**config.mk**
```make
export PLATFORM = sky130hd
export DESIGN_NAME = secded_codec
export DESIGN_NICKNAME = d
export VERILOG_FILES = /design/src/rtl/secded_pkg.sv /design/src/rtl/secded_encoder.sv /design/src/rtl/secded_syndrome.sv /design/src/rtl/secded_corrector.sv /design/src/rtl/secded_codec.sv
export SDC_FILE = /design/constraint.sdc
export NUM_CORES = 1
export LEC_CHECK = 0
export BUFFER_PORTS_ARGS = -buffer_cell sky130_fd_sc_hd__buf_4
export CORE_ASPECT_RATIO = 0.75
export CORE_UTILIZATION = 35
export DETAILED_ROUTE_END_ITERATION = 10
export GPL_TIMING_DRIVEN = 0
export REMOVE_ABC_BUFFERS = 1
export SYNTH_ARGS = -nofsm -noshare
export SYNTH_HDL_FRONTEND = slang
export SYNTH_SLANG_ARGS = --single-unit
```
**constraint.sdc**
```tcl
create_clock -name clk -period 0.8 [get_ports clk]
set_input_delay 0.2 -clock clk [delete_from_list [all_inputs] [get_ports clk]]
set_output_delay 0.2 -clock clk [all_outputs]
set_load 0.02 [all_outputs]
```
**src/rtl/secded_pkg.sv**
```systemverilog
package secded_pkg;

    localparam int DATA_W = 8;

    function automatic int calc_chk_w(input int dw);
        int r;
        r = 0;
        while ((1 << r) < dw + r + 1) r++;
        return r;
    endfunction

    localparam int CHK_W  = calc_chk_w(DATA_W);
    localparam int CODE_W = DATA_W + CHK_W + 1;
    localparam int TOP_POS = CODE_W - 1;

    function automatic bit is_pow2(input int p);
        return (p > 0) && ((p & (p - 1)) == 0);
    endfunction

    // position of data bit idx inside the codeword
    function automatic int data_pos(input int idx);
        int cnt;
        int res;
        cnt = 0;
        res = 0;
        for (int p = 1; p < CODE_W; p++) begin
            if (!is_pow2(p)) begin
                if (cnt == idx) res = p;
                cnt++;
            end
        end
        return res;
    endfunction

    function automatic logic [DATA_W-1:0] pull_data(input logic [CODE_W-1:0] cw);
        logic [DATA_W-1:0] d;
        for (int i = 0; i < DATA_W; i++) d[i] = cw[data_pos(i)];
        return d;
    endfunction

    typedef struct packed {
        logic [CODE_W-1:0] enc_code;
        logic [DATA_W-1:0] dec_data;
        logic              dec_single;
        logic              dec_double;
    } codec_regs_t;

endpackage

```
**src/rtl/secded_encoder.sv**
```systemverilog
module secded_encoder
    import secded_pkg::*;
(
    input  logic [DATA_W-1:0] data_i,
    output logic [CODE_W-1:0] code_o
);
    logic [CODE_W-1:0] work;
    logic              chk;

    always_comb begin
        work = '0;
        for (int i = 0; i < DATA_W; i++) begin
            work[data_pos(i)] = data_i[i];
        end
        for (int k = 0; k < CHK_W; k++) begin
            chk = 1'b0;
            for (int p = 1; p < CODE_W; p++) begin
                if (((p >> k) & 1) == 1) chk = chk ^ work[p];
            end
            work[1 << k] = chk;
        end
        work[0] = ^work[CODE_W-1:1];
        code_o  = work;
    end
endmodule

```
**src/rtl/secded_syndrome.sv**
```systemverilog
module secded_syndrome
    import secded_pkg::*;
(
    input  logic [CODE_W-1:0] code_i,
    output logic [CHK_W-1:0]  syn_o,
    output logic              par_odd_o
);
    always_comb begin
        syn_o = '0;
        for (int k = 0; k < CHK_W; k++) begin
            for (int p = 1; p < CODE_W; p++) begin
                if (((p >> k) & 1) == 1) syn_o[k] = syn_o[k] ^ code_i[p];
            end
        end
        par_odd_o = ^code_i;
    end
endmodule

```
**src/rtl/secded_corrector.sv**
```systemverilog
module secded_corrector
    import secded_pkg::*;
(
    input  logic [CODE_W-1:0] code_i,
    input  logic [CHK_W-1:0]  syn_i,
    input  logic              par_odd_i,
    output logic [DATA_W-1:0] data_o,
    output logic              single_o,
    output logic              double_o
);
    logic [CODE_W-1:0] fixed;
    logic              in_range;

    assign in_range = (int'(syn_i) <= TOP_POS);

    always_comb begin
        fixed    = code_i;
        single_o = 1'b0;
        double_o = 1'b0;
        if (syn_i == '0) begin
            // only the overall parity bit can be wrong here
            single_o = par_odd_i;
        end else if (par_odd_i && in_range) begin
            fixed[int'(syn_i)] = ~code_i[int'(syn_i)];
            single_o = 1'b1;
        end else begin
            double_o = 1'b1;
        end
        data_o = pull_data(fixed);
    end
endmodule

```
**src/rtl/secded_codec.sv**
```systemverilog
module secded_codec
    import secded_pkg::*;
(
    input  logic              clk,
    input  logic              rst_n,
    input  logic [DATA_W-1:0] enc_data_i,
    output logic [CODE_W-1:0] enc_code_o,
    input  logic [CODE_W-1:0] dec_code_i,
    output logic [DATA_W-1:0] dec_data_o,
    output logic              dec_single_o,
    output logic              dec_double_o
);
    logic [CODE_W-1:0] enc_code;
    logic [CHK_W-1:0]  syn;
    logic              par_odd;
    logic [DATA_W-1:0] fix_data;
    logic              fix_single;
    logic              fix_double;

    codec_regs_t regs_d, regs_q;

    secded_encoder u_enc (
        .data_i (enc_data_i),
        .code_o (enc_code)
    );

    secded_syndrome u_syn (
        .code_i    (dec_code_i),
        .syn_o     (syn),
        .par_odd_o (par_odd)
    );

    secded_corrector u_fix (
        .code_i    (dec_code_i),
        .syn_i     (syn),
        .par_odd_i (par_odd),
        .data_o    (fix_data),
        .single_o  (fix_single),
        .double_o  (fix_double)
    );

    always_comb begin
        regs_d            = regs_q;
        regs_d.enc_code   = enc_code;
        regs_d.dec_data   = fix_data;
        regs_d.dec_single = fix_single;
        regs_d.dec_double = fix_double;
    end

    always_ff @(posedge clk or negedge rst_n) begin
        if (!rst_n) regs_q <= '0;
        else        regs_q <= regs_d;
    end

    assign enc_code_o   = regs_q.enc_code;
    assign dec_data_o   = regs_q.dec_data;
    assign dec_single_o = regs_q.dec_single;
    assign dec_double_o = regs_q.dec_double;
endmodule

```
==> flow_metrics.py <==
metrics = {
    "setup_path": {
        "worstSetupEndpointType": "flop",
        "required_ns": 0.99,
        "critical_path_arrival_ns": 1.98,
        "critical_path_class": "in2reg",
        "worstSetupStartpointType": "input port",
        "worstPathMaxFanout": 3,
    },
    "power_and_ir_drop": {
        "post-layout-total-power_mw": 5.363,
        "power_density_nw_per_um2": 1969,
        "p_leak_nw": 1.185,
        "netSwitchingPower_mw": 2.031,
        "pwr-share-seq_pct": 26.8,
        "vdd_drop_max_mv": 1.334,
        "combinationalPowerShare_pct": 60.0,
        "internal-power_mw": 3.332,
        "power.share.clock_pct": 13.3,
        "p_sw_share_pct": 37.87,
    },
    "detailed_routing": {
        "routed_wl_um": 4551,
        "num_vias": 1363,
        "first_pass_iters": 5,
        "detail-route-antenna-nets": 0,
        "wl_per_cell_um": 17.04,
        "drc": 0,
        "drt-initial-drc-count": 57,
        "vias_per_cell": 5.105,
    },
    "die": {
        "chipHeight_um": 58.25,
        "die-area_um2": 4485,
        "top_level_ports": 46,
        "floorplan.die.width_um": 77.00,
        "floorplan.core_area_um2": 4054,
        "num_rows": 20,
        "starting_density_pct": 36.42,
    },
    "global_routing": {
        "grt_max_degree": 24,
        "grtUsageTotal_pct": 19.83,
        "first_pass_grt_wire_length_um": 6762,
        "grt_pass1_vias": 1435,
        "grt_overflow": 0,
        "number_of_antenna_violations_at_the_first_check_in_global_routing": 0,
    },
    "timing": {
        "grt_setup_unrepaired": "yes",
        "slew_headroom_pct": 71.49,
        "post-route-worst-setup-slack_ns": -0.9914,
        "timing.final.crit_period_ns": 1.791,
        "hold_slack_ns": 0.07014,
        "period_share_pct": 223.9,
        "final_hold_fails": 0,
        "finalSetupViolCount": 35,
        "final-max-slew-violation-count": 0,
        "totalNegativeSetupSlack_ns": -13.46,
        "fmax_mhz": 558.2,
        "worst_slew_pin_slew_ns": 0.4247,
    },
    "min_path": {
        "worst_hold_path_type": "in2reg",
    },
    "synth": {
        "synth_most_common_cell": "dfrtp_1",
        "synth.avg_cell_area_um2": 10.94,
        "post_synth_fa_ha_maj_area_fraction_pct": 0,
        "synth_mux_area_share_pct": 7.881,
        "synth-async-reset-ratio_pct": 100.0,
        "synth_xor_area_share_pct": 28.47,
        "post_synth_most_frequent_cells": "dfrtp_1 (23), xnor2_1 (17), nor2_1 (13), xor2_1 (11), nor3_1 (7)",
        "synth_simple_gate_area_share_pct": 11.44,
        "synth_top_family_by_area": "XOR/XNOR gates",
        "ys_dominant_reg_cell": "dfrtp_1",
        "synth_area_leaders": "dfrtp_1 (39%), xnor2_1 (10%), xor2_1 (6.5%), xnor3_1 (4.6%), mux2i_1 (4.1%)",
        "synth_compound_gate_area_share_pct": 10.08,
        "synth-edff-count": 0,
        "netlist-cell-type-count": 42,
        "ys_warn_count": 0,
        "synthDominantAreaCellType": "dfrtp_1",
        "synth_top_cell_area_share_pct": 38.98,
        "synth_seq_area_share_pct": 38.98,
        "yosys_register_bits": 23,
        "post_synth_instance_area_um2": 1476,
        "postSynthCellCount": 135,
    },
    "place": {
        "place.gp.congestion": 0.7888,
        "placedCellCount": 229,
        "post_dp_cell_area_um2": 1852,
        "detailedPlace.worstSlack_ns": -1.617,
        "port_buffers": 45,
        "dpl.hpwl_um": 2537,
    },
    "clock_network": {
        "tritoncts_clock_tree": "done",
        "cts-htree-levels": 1,
        "cts.reportedPaths.clkPinSlew_ns": 0.08,
        "cts-root-buf": "clkbuf_8",
        "cts_made_buffers": 3,
        "max-clock-path-buffers": 2,
        "cts_sink_count": 23,
    },
    "run": {
        "drv_cap": 0,
    },
    "final_layout": {
        "ratio_of_cells_with_drive_above_1_in_the_final_layout_pct": 59.43,
        "filler_cell_count": 282,
        "layout.nets": 236,
        "antenna_cells": 0,
        "summed_area_of_non_filler_cells_in_the_final_layout_um2": 2724,
        "finish.utilization_pct": 67.19,
        "syn2layout_area_growth_pct": 84.49,
        "post_layout_nonfiller_instances": 267,
    },
    "outcome": {
        "run_status": "finished with violations",
        "failed_checks": "negative setup slack",
    },
}
## power by group through the flow
| stage | Clock [mW] | Combinational [mW] | Sequential [mW] |
|---|---|---|---|
| after detailed placement | 0 | 1.92 | 1.42 |
| after CTS | 0.719 | 2.81 | 1.43 |
| final | 0.711 | 3.22 | 1.44 |
| after floorplan | 0 | 1.01 | 1.65 |
| after global placement | 0 | 1.87 | 1.42 |
| after global routing | 0.806 | 3.39 | 1.45 |
## worst max-delay path: stages
cell     delay (ns)
buf_6          0.07
xnor3_2        0.48
buf_6          0.16
xnor2_4        0.13
nor3_1         0.32
o21ai_2        0.15
nor2_1         0.23
mux2i_1        0.22
## cells by family after synthesis
family,count (synthesis)
XOR/XNOR,36
AND/OR/NAND/NOR,35
flip-flops,23
AO/OA/AOI/OAI,21
multiplexers,10
buffers and inverters,10
## registers in the layout, indices dropped and copies added, names as in the netlist
name,cells
enc_code_o,13
dec_data_o,8
dec_double_o,1
dec_single_o,1
## placed cells by master, fill, tap and decap left out, types with 4 or more instances in the layout
cell      n
a21oi_1   4
buf_4    42
buf_6    31
dfrtp_1  23
inv_1     4
mux2i_1   6
nand2_1   4
nor2_1   10
xnor2_1   8
xnor2_2   4
xnor2_4   8
xor2_1    4
xor2_4    6
## path summary, 6_finish.rpt
path	from	endpoint	slack [ns]	cells past startpoint
max in group asynchronous	rst_n	dec_double_o	0.21	2
hold / removal	enc_data_i[2]	enc_code_o[6]	0.07	1
min in group asynchronous	rst_n	enc_code_o[4]	0.36	2
setup / recovery	dec_code_i[4]	dec_data_o[4]	-0.99	8
## metal layers
layer	track usage, %	wire [um]
met5	0	0
met4	4.852	93
met2	37.88	2542
met3	3.307	184
met1	23.56	1731
## what timing repair did
item | 4_1_cts | 5_1_grt
hold endpoints to repair | 23 | 0
hold buffers | 1 | 0
setup endpoints to repair | 36 | 35
pin swaps | 28 | 12
gates resized for setup | 84 | 16
setup buffers | 24 | 8
gates cloned | 1 | 0
## area by class of cell
class	count	area [um^2]	area share (%)
multi-input combinational	103	1269	46.58
timing repair buffer	78	749.5	27.51
clock buffer	3	41.29	1.516
tap	55	68.82	2.526
sequential	23	575.6	21.13
clock inverter	1	5.005	0.1837
inverter	4	15.01	0.5512
Power figures use the tool's default switching activity.
